[src/rtl/rpb_pkg.sv]
package rpb_pkg;
  localparam int WORD_W   = 32;
  localparam int BYTE_W   = 8;
  localparam int N_GST    = 2;
  localparam int BIT_OVR  = 31;
  localparam int BIT_PEND = 25;
  localparam int BIT_WR   = 23;
  localparam int BIT_GID  = 20;
  localparam int BIT_GREG = 16;

  typedef struct packed {
    logic              wr;
    logic              gid;
    logic              greg;
    logic [BYTE_W-1:0] data;
  } gcmd_t;

  typedef enum logic [1:0] {
    SQ_IDLE   = 2'd0,
    SQ_STROBE = 2'd1,
    SQ_HOLD   = 2'd2
  } sq_state_e;
endpackage

[src/rtl/rpb_host_port.sv]
module rpb_host_port
  import rpb_pkg::*;
#(
  parameter int              HADDR_W = 12,
  parameter logic [HADDR_W-1:0] CMD_OFF = 12'h200
) (
  input  logic              clk_i,
  input  logic              rst_ni,
  input  logic              sel_i,
  input  logic              we_i,
  input  logic [HADDR_W-1:0] addr_i,
  input  logic [WORD_W-1:0] wdata_i,
  input  logic              pend_i,
  input  logic [BYTE_W-1:0] rbyte_i,
  output logic              start_o,
  output gcmd_t             cmd_o,
  output logic [WORD_W-1:0] status_o,
  output logic [WORD_W-1:0] rdata_o
);
  logic hit, wr_hit, clr_req, cmd_req, ovr_q;
  logic unused_bits;

  assign hit     = sel_i && (addr_i == CMD_OFF);
  assign wr_hit  = hit && we_i;
  assign clr_req = wr_hit && wdata_i[BIT_OVR];
  assign cmd_req = wr_hit && !wdata_i[BIT_OVR];
  assign start_o = cmd_req && !pend_i;

  assign cmd_o.wr   = wdata_i[BIT_WR];
  assign cmd_o.gid  = wdata_i[BIT_GID];
  assign cmd_o.greg = wdata_i[BIT_GREG];
  assign cmd_o.data = wdata_i[BYTE_W-1:0];

  assign unused_bits = ^{wdata_i[30:24], wdata_i[22:21], wdata_i[19:17], wdata_i[15:8]};

  always_ff @(posedge clk_i or negedge rst_ni) begin
    if (!rst_ni)                 ovr_q <= 1'b0;
    else if (clr_req)            ovr_q <= 1'b0;
    else if (cmd_req && pend_i)  ovr_q <= 1'b1;
  end

  always_comb begin
    status_o                = '0;
    status_o[BIT_OVR]       = ovr_q;
    status_o[BIT_PEND]      = pend_i;
    status_o[BYTE_W-1:0]    = rbyte_i;
  end

  assign rdata_o = hit ? status_o : '0;
endmodule

[src/rtl/rpb_guest_seq.sv]
module rpb_guest_seq
  import rpb_pkg::*;
#(
  parameter int CYC_CLKS = 4
) (
  input  logic              clk_i,
  input  logic              rst_ni,
  input  logic              start_i,
  input  gcmd_t             cmd_i,
  input  logic [BYTE_W-1:0] din_i,
  output logic              pend_o,
  output logic [BYTE_W-1:0] rbyte_o,
  output logic [N_GST-1:0]  cs_o,
  output logic              ad_o,
  output logic              rd_o,
  output logic              wr_o,
  output logic              doe_o,
  output logic [BYTE_W-1:0] dout_o
);
  localparam int CNT_W = (CYC_CLKS > 1) ? $clog2(CYC_CLKS) : 1;
  localparam logic [CNT_W-1:0] CNT_LAST = CNT_W'(CYC_CLKS - 1);

  sq_state_e         state_q;
  logic [CNT_W-1:0]  cnt_q;
  gcmd_t             cmd_q;
  logic [BYTE_W-1:0] rbyte_q;
  logic              strobe, hold;

  always_ff @(posedge clk_i or negedge rst_ni) begin
    if (!rst_ni) begin
      state_q <= SQ_IDLE;
      cnt_q   <= '0;
      cmd_q   <= '0;
      rbyte_q <= '0;
    end else begin
      unique case (state_q)
        SQ_IDLE: if (start_i) begin
          cmd_q   <= cmd_i;
          cnt_q   <= '0;
          state_q <= SQ_STROBE;
        end
        SQ_STROBE: if (cnt_q == CNT_LAST) begin
          state_q <= SQ_HOLD;
          if (!cmd_q.wr) rbyte_q <= din_i;  // sample on last strobe clock
        end else begin
          cnt_q <= cnt_q + CNT_W'(1);
        end
        SQ_HOLD: state_q <= SQ_IDLE;
        default: state_q <= SQ_IDLE;
      endcase
    end
  end

  assign strobe  = (state_q == SQ_STROBE);
  assign hold    = (state_q == SQ_HOLD);
  assign pend_o  = (state_q != SQ_IDLE);
  assign rbyte_o = rbyte_q;

  for (genvar g = 0; g < N_GST; g++) begin : g_cs
    assign cs_o[g] = strobe && (cmd_q.gid == 1'(g));
  end

  assign ad_o   = strobe && cmd_q.greg;
  assign rd_o   = strobe && !cmd_q.wr;
  assign wr_o   = strobe && cmd_q.wr;
  // write data stays one clock past the strobe
  assign doe_o  = (strobe || hold) && cmd_q.wr;
  assign dout_o = doe_o ? cmd_q.data : '0;
endmodule

[src/rtl/regport_bridge.sv]
module regport_bridge
  import rpb_pkg::*;
#(
  parameter int                 HADDR_W  = 12,
  parameter logic [HADDR_W-1:0] CMD_OFF  = 12'h200,
  parameter int                 CYC_CLKS = 4
) (
  input  logic               clk_i,
  input  logic               rst_ni,
  input  logic               host_sel_i,
  input  logic               host_we_i,
  input  logic [HADDR_W-1:0] host_addr_i,
  input  logic [31:0]        host_wdata_i,
  output logic [31:0]        host_rdata_o,
  output logic [1:0]         gst_cs_o,
  output logic               gst_ad_o,
  output logic               gst_rd_o,
  output logic               gst_wr_o,
  output logic               gst_doe_o,
  output logic [7:0]         gst_dout_o,
  input  logic [7:0]         gst_din_i
);
  logic              start_w, pend_w;
  gcmd_t             cmd_w;
  logic [BYTE_W-1:0] rbyte_w;
  logic [WORD_W-1:0] status_w;

  rpb_host_port #(.HADDR_W(HADDR_W), .CMD_OFF(CMD_OFF)) u_host (
    .clk_i    (clk_i),
    .rst_ni   (rst_ni),
    .sel_i    (host_sel_i),
    .we_i     (host_we_i),
    .addr_i   (host_addr_i),
    .wdata_i  (host_wdata_i),
    .pend_i   (pend_w),
    .rbyte_i  (rbyte_w),
    .start_o  (start_w),
    .cmd_o    (cmd_w),
    .status_o (status_w),
    .rdata_o  (host_rdata_o)
  );

  rpb_guest_seq #(.CYC_CLKS(CYC_CLKS)) u_seq (
    .clk_i   (clk_i),
    .rst_ni  (rst_ni),
    .start_i (start_w),
    .cmd_i   (cmd_w),
    .din_i   (gst_din_i),
    .pend_o  (pend_w),
    .rbyte_o (rbyte_w),
    .cs_o    (gst_cs_o),
    .ad_o    (gst_ad_o),
    .rd_o    (gst_rd_o),
    .wr_o    (gst_wr_o),
    .doe_o   (gst_doe_o),
    .dout_o  (gst_dout_o)
  );
endmodule

[config.mk]
export PLATFORM = sky130hd
export DESIGN_NAME = regport_bridge
export DESIGN_NICKNAME = d
export VERILOG_FILES = /design/src/rtl/rpb_pkg.sv /design/src/rtl/rpb_host_port.sv /design/src/rtl/rpb_guest_seq.sv /design/src/rtl/regport_bridge.sv
export SDC_FILE = /design/constraint.sdc
export NUM_CORES = 1
export LEC_CHECK = 0
export BUFFER_PORTS_ARGS = -buffer_cell sky130_fd_sc_hd__buf_2
export CAP_MARGIN = 20
export CORE_ASPECT_RATIO = 1.75
export CORE_MARGIN = 2
export CORE_UTILIZATION = 35
export DETAILED_ROUTE_END_ITERATION = 12
export PLACE_DENSITY = 0.7
export SKIP_LAST_GASP = 1
export SLEW_MARGIN = 20
export SYNTH_ARGS = -nofsm -noshare
export SYNTH_HDL_FRONTEND = slang
export SYNTH_SLANG_ARGS = --single-unit
[constraint.sdc]
create_clock -name clk_i -period 4.5 [get_ports clk_i]
set_input_delay 0.45 -clock clk_i [delete_from_list [all_inputs] [get_ports clk_i]]
set_output_delay 0.45 -clock clk_i [all_outputs]
set_load 0.01 [all_outputs]
### Word-level counts from Yosys, hierarchy flattened

Cells that the tools add are included.

* bits in registers: 24
* input port bits: 56

* equal/unequal tests: 7
* bitwise gates (word level): 2
* reduce and logical (&&, ||, !) cells: 24
* $add $sub $neg: 1
* mux-type cells: 10

Operators with widths (number)
* $mux 32: 1
* $eq 12x10->1 const B: 1
* $logic_and 1x1->1: 12
* $mux 2: 4
* $mux 8: 1
* $pmux 2 s2: 2
* $ne 2x2->1 const B: 3
* $reduce_and 3->1: 2
* $reduce_bool 2->1: 3
* $eq 2x2->1 const B: 2
* $reduce_and 2->1: 2
* $logic_not 1->1: 3
* $add 2x1->2 const B: 1
* $eq 2x1->1 const B: 1
* $logic_not 2->1: 1
* $mux 1: 2
* $not 1->1: 2
* $logic_or 1x1->1: 1

### Logic depth before layout (Yosys ltp)

Gate-level depths: netlist of the first run.

* word-level depth: 7
* gate-level depth with buffers: 7
* gate-level depth less buffers: 6

### By module

From an unflattened synthesis of the first run, not the netlist that was laid out.

* cells, all modules: 168
* area total of the unflattened synthesis: 1773.0 um2

By module, submodules not included
* rpb_guest_seq: area each 1086.0 um2, times used 1, cells an instance 81, sequential area each 575.6 um2
* rpb_host_port: area each 686.9 um2, times used 1, cells an instance 87, sequential area each 25.0 um2

### Worst setup path after synthesis of the first run

No wires, ideal clock.

* path kind: input port to output port
* from: in host_addr_i[1]
* to: out host_rdata_o[0]
* data arrival time: 1414 ps
* required time: 4050 ps
* setup slack: 2636 ps
* cell stages on the path: 5
* buffers on the path: 2
* cells stage by stage: nor4_1 and4_1 buf_6 clkbuf_1 and2_1

* cells in the longest elaborated chain, start to end: 3

Ends and longest elaborated chain
* from (decl): RTL line regport_bridge.sv:12 `input logic [HADDR_W-1:0] host_addr_i,`
* $eq 12x10->1: RTL line rpb_host_port.sv:23 `assign hit = sel_i && (addr_i == CMD_OFF);`
* $logic_and 1x1->1: RTL line rpb_host_port.sv:23
* $mux 32: RTL line rpb_host_port.sv:49 `assign rdata_o = hit ? status_o : '0;`
* to (decl): RTL line regport_bridge.sv:14 `output logic [31:0] host_rdata_o,`

Every way passes these cells.

### Worst setup path in the final report of the first run

* from: in host_addr_i[1]
* to: out host_rdata_o[3]

The elaborated chain is that of the path after synthesis.

==> impl_metrics.json, run 1 <==
{
  "power.total_mw": 0.451,
  "leakage_nw": 1.01,
  "syn_inst": 132,
  "ys_ff_latch": 24,
  "drv_slew": 0,
  "synth_top_area_cell": "dfrtp_1",
  "final_common_cell": "buf_2",
  "synth_top_area_share_pct": 41.3,
  "grt_use_total_pct": 12.0,
  "synth_seq_area_share_pct": 41.3,
  "grt_pass1_vias": 872,
  "ys_top_cells_by_area": "dfrtp_1, buf_4, mux2_4",
  "max_freq_mhz": 454,
  "hold_buffers": 0,
  "grt_max_degree": 25,
  "dpl-instance-area_um2": 1690,
  "insertedDiodeCount": 0,
  "ir_worst_vdd_mv": 0.184,
  "synth.distinct_cells": 29,
  "skew_ns": 0.00162,
  "hpwl_um": 2190,
  "vias": 1070,
  "synth_compound_area_share_pct": 5.34,
  "synth_top_family_by_area": "simple AND/OR/NAND/NOR gates",
  "area_growth_pct": 19.8,
  "drc_errors": 0,
  "cts_tree": "done",
  "nNetsFinal": 248,
  "status": "complete, no violations",
  "start_util_pct": 35.7,
  "viasPerCell": 4.51,
  "post_drt_wl_per_cell_um": 11.7,
  "gp_congestion": 0.737,
  "yosysWarnings": 0,
  "crit_fanout": 19,
  "die_h_um": 89.2,
  "finalHoldViolCount": 0,
  "die_w_um": 52.7,
  "postRouteAntennaNets": 0,
  "synthSimpleGateAreaFrac_pct": 18.4,
  "hold_path.class": "primary input to asynchronous set/reset pin",
  "grt_overflow": 0,
  "clockBufferDepth": 2,
  "root_buffer": "clkbuf_8",
  "post_cts_resized": 0,
  "post-cts-setup-buffers": 0,
  "grt_antenna_before_repair": 0,
  "fp.coreArea_um2": 4070,
  "fin_area_um2": 1740,
  "syn_area_um2": 1450,
  "portBuffers": 59,
  "clock_latency_ns": 0.26,
  "clk_pin_slew_ns": 0.08,
  "cellPowerDensity_nw_per_um2": 259,
  "num_rows": 31,
  "slew-limit-headroom_pct": 59.6,
  "avgSynthCellArea_um2": 11.0,
  "numCtsBuffers": 3,
  "max-cap-violations": 0,
  "htreeDepth": 1,
  "cts.sink_count": 24,
  "drive_gt1_share_pct": 44.7,
  "drt_iter0_drc": 10,
  "synth_mux_area_share_pct": 17.3,
  "worstSetupEndpointType": "output port",
  "finalCriticalPeriod_ns": 2.20,
  "synth_adder_area_share_pct": 2.58,
  "finalSetupViolCount": 0,
  "final_cell_mix": "buf_2, dfrtp_1, conb_1, and2_1, mux2_4",
  "io_pins": 102,
  "wl_um": 2780,
  "arrival_ns": 1.75,
  "synth-xor-area-share_pct": 0,
  "worst_ep_required_time_ns": 4.05,
  "design.die.area_um2": 4700,
  "rsz0062_at_grt": "no",
  "setup_tns_ns": 0,
  "finalCritPeriodShare_pct": 48.9,
  "drtPass1Iterations": 3,
  "worstMarginPinSlew_ns": 0.606,
  "crit_path_start_kind": "primary input",
  "grt_pass1_wl_um": 4070,
  "fillers": 436,
  "worstSetupPathType": "primary input to output port"
}
[cell families (layout without fill, tap and decap cells)]
family | count (synthesis) | in the layout
mux | 19 | 19
simple gates | 42 | 42
flops | 24 | 24
buf+inv | 31 | 66
fa+ha+maj | 3 | 3
other cells | 1 | 22
compound gates | 12 | 12
[critical path, stage by stage]
cell    delay (ns)
buf_2         0.10
nor4_1        0.24
and4_1        0.62
and2_1        0.21
buf_2         0.13
[cell usage after synthesis, drive strengths merged]
| library cell | count |
|---|---|
| ha | 3 |
| o21ai | 2 |
| nand3 | 3 |
| nor2b | 3 |
| a2bb2oi | 1 |
| a31o | 1 |
| clkbuf | 4 |
| nor2 | 1 |
| dfrtp | 24 |
| o311ai | 1 |
| nand2b | 3 |
| and4b | 1 |
| a21oi | 3 |
| buf | 24 |
| inv | 3 |
| conb | 1 |
| and2 | 14 |
| and3 | 9 |
| nor4bb | 1 |
| nor4 | 1 |
| and4 | 1 |
| a22oi | 1 |
| a31oi | 3 |
| mux2 | 19 |
| nor3 | 1 |
| nand2 | 4 |
[worst paths after layout]
kind	start	end	slack, ns	depth (start not counted)
min	rst_ni	u_seq.cmd_q[2]$_DFFE_PN0P_	0.17	1
min reg2reg	u_seq.rbyte_o[6]$_DFFE_PN0P_	u_seq.rbyte_o[6]$_DFFE_PN0P_	0.50	1
min in group clk_i	host_wdata_i[31]	u_host.ovr_q$_DFFE_PN0P_	0.39	2
max in group asynchronous	rst_ni	u_seq.rbyte_o[5]$_DFFE_PN0P_	3.96	1
max	host_addr_i[1]	host_rdata_o[3]	2.30	5
max reg2reg	u_seq.state_q[1]$_DFFE_PN0P_	u_seq.rbyte_o[1]$_DFFE_PN0P_	2.70	5
[stage by stage]
step                      std cells  hold slack [ns]  worst slack (ns)  util [%]
after CTS                       237            0.180              2.25      42.7
final                           237            0.168              2.30      42.7
after floorplan                 153            0.154              2.64         -
after global routing            237            0.187              2.17      42.7
after global placement          233            0.471              2.20      41.4
after detailed placement        233            0.470              2.20      41.4
[layer usage]
metal / vias to the layer above / GRT usage [%] / wire [µm]
met1: 514 / 13.9 / 1080
met3: 2 / 1.67 / 138
met2: 36 / 20.6 / 1520
met4: 0 / 6.99 / 40
met5: - / 0 / 0
li1: 518 / - / -
[registers in the layout, indices dropped and copies added, names as in the netlist]
| signal | cells |
|---|---|
| u_seq.cmd_q | 11 |
| u_seq.state_q | 2 |
| u_seq.cnt_q | 2 |
| u_seq.rbyte_o | 8 |
| u_host.ovr_q | 1 |
[cell type report]
type                       instances  area (µm²)  share of cell area, %
tap                               49        61.3                   3.52
clock buffer                       4        55.1                   3.16
sequential                        24         601                   34.5
timing repair buffer              59         295                   17.0
inverter                           3        11.3                  0.647
multi-input combinational         98         717                   41.2
[where the power goes]
part,switching (mW),internal (mW)
clock network,0.0661,0.0780
logic,0.0485,0.0303
registers,0.00457,0.224
total,0.119,0.332
Power figures use the tool's default switching activity.
==> run 2, diff against run 1 <==
Clock period 4.5 ns to 2.3 ns, I/O delays scaled along.
==> impl_metrics.json, run 2 (synthesis gave the netlist of run 1 again) <==
{
  "largest_reg_flops": 11,
  "viasPerCell": 4.43,
  "skew_ns": 0.000760,
  "final_core_util_pct": 43.2,
  "status": "complete, no violations",
  "finalHoldViolCount": 0,
  "post_drt_wl_per_cell_um": 11.5,
  "drv_slew": 0,
  "place_inst": 236,
  "finalCritPeriodShare_pct": 76.8,
  "grt_pass1_vias": 854,
  "slew-limit-headroom_pct": 64.4,
  "grtUsageMet3_pct": 2.17,
  "clk_pin_slew_ns": 0.08,
  "post_cts_resized": 0,
  "insertedDiodeCount": 0,
  "grt_overflow": 0,
  "htreeDepth": 1,
  "drtPass1Iterations": 4,
  "num_rows": 31,
  "worstSetupPathType": "flop to flop",
  "portBuffers": 59,
  "drt_iter0_drc": 11,
  "finalCriticalPeriod_ns": 1.77,
  "hold_path.class": "primary input to flop",
  "grt_pass1_wl_um": 4010,
  "max-cap-violations": 0,
  "final_cell_mix": "buf_2, dfrtp_1, conb_1, and2_1, mux2_4",
  "start_util_pct": 35.7,
  "regMostFlops": "u_seq.cmd_q",
  "drc_errors": 0,
  "max_freq_mhz": 566,
  "setup_tns_ns": 0,
  "power.total_mw": 0.842,
  "grt_antenna_before_repair": 0,
  "crit_path_start_kind": "flop",
  "clockBufferDepth": 2,
  "die_h_um": 89.2,
  "arrival_ns": 1.92,
  "drive_gt1_share_pct": 45.0,
  "fillers": 403,
  "worstSetupEndpointType": "flop",
  "leakage_nw": 1.03,
  "grtUsageMet1_pct": 12.9,
  "root_buffer": "clkbuf_8",
  "rsz0062_at_grt": "no",
  "vias": 1064,
  "area_growth_pct": 21.1,
  "gr-usage-met2_pct": 20.5,
  "numCtsBuffers": 3,
  "fp.coreArea_um2": 4070,
  "die_w_um": 52.7,
  "postRouteAntennaNets": 0,
  "cts.sink_count": 24,
  "final_common_cell": "buf_2",
  "hpwl_um": 2210,
  "io_pins": 102,
  "grt_max_degree": 25,
  "layoutNonFillerInstCount": 240,
  "nNetsFinal": 252,
  "cellPowerDensity_nw_per_um2": 479,
  "clock_latency_ns": 0.26,
  "gp_congestion": 0.771,
  "worst_ep_required_time_ns": 2.45,
  "busiest_layer": "met2",
  "crit_fanout": 11,
  "ir_worst_vdd_mv": 0.342,
  "design.die.area_um2": 4700,
  "cts_tree": "done",
  "grt_use_total_pct": 11.7,
  "worstMarginPinSlew_ns": 0.533,
  "finalSetupViolCount": 0,
  "wl_um": 2750
}
## run 2: cell types whose count changed in the layout (fill, tap and decap cells not counted)
| cell | change |
|---|---|
| clkbuf_8 | -1 |
| buf_4 | +3 |
| dlygate4sd3_1 | +1 |
## run 2: path summary, 6_finish.rpt
path | cells past startpoint | from | to | slack (ns)
worst max-delay path | 5 | u_seq.state_q[1]$_DFFE_PN0P_ | u_seq.rbyte_o[1]$_DFFE_PN0P_ | 0.53
worst min-delay path | 2 | host_we_i | u_host.ovr_q$_DFFE_PN0P_ | 0.17
worst max register to register | 5 | u_seq.state_q[1]$_DFFE_PN0P_ | u_seq.rbyte_o[1]$_DFFE_PN0P_ | 0.53
worst min register to register | 1 | u_seq.rbyte_o[7]$_DFFE_PN0P_ | u_seq.rbyte_o[7]$_DFFE_PN0P_ | 0.50
max in group asynchronous | 2 | rst_ni | u_host.ovr_q$_DFFE_PN0P_ | 1.46
min in group asynchronous | 2 | rst_ni | u_seq.cmd_q[2]$_DFFE_PN0P_ | 0.48
## run 2: power breakdown
group	total (mW)	switching (mW)	leakage, nW	internal, mW
Clock	0.241	0.124	0.0216	0.117
Combinational	0.155	0.0934	0.700	0.0616
Sequential	0.446	0.00812	0.305	0.438
Total	0.842	0.226	1.03	0.616
## run 2: cell type report
| class | count | area, µm² | area share [%] |
|---|---|---|---|
| Clock buffer | 3 | 41.3 | 2.35 |
| Sequential cell | 24 | 601 | 34.1 |
| Tap cell | 49 | 61.3 | 3.49 |
| Inverter | 3 | 11.3 | 0.640 |
| Timing Repair Buffer | 63 | 328 | 18.6 |
| Multi-Input combinational cell | 98 | 717 | 40.8 |
## run 2: metal layers
layer  part of all wire (%)  vias up
met1                     37      498
li1                       -      526
met3                    5.6        2
met2                     56       38
met5                      0        -
met4                    1.5        0
## run 2: critical path, stage by stage (launching register included)
cell and delay, ns:
dfrtp_1 0.39, inv_1 0.08, ha_1 0.36, nor2b_1 0.24
nand2_1 0.25, mux2_2 0.34
## run 2: timing repair
item	CTS	global route
buffers inserted	0	0
hold endpoints to repair	24	0
hold buffers	1	0
## run 2: through the flow
| step | setup slack (ns) | hold WS, ns | area, µm² |
|---|---|---|---|
| global route | 0.311 | 0.180 | 1760 |
| global placement | 0.533 | 0.250 | 1710 |
| floorplan | 0.836 | -0.0656 | 1530 |
| finish | 0.534 | 0.172 | 1760 |
| CTS | 0.474 | 0.169 | 1760 |
| detailed placement | 0.485 | 0.248 | 1710 |
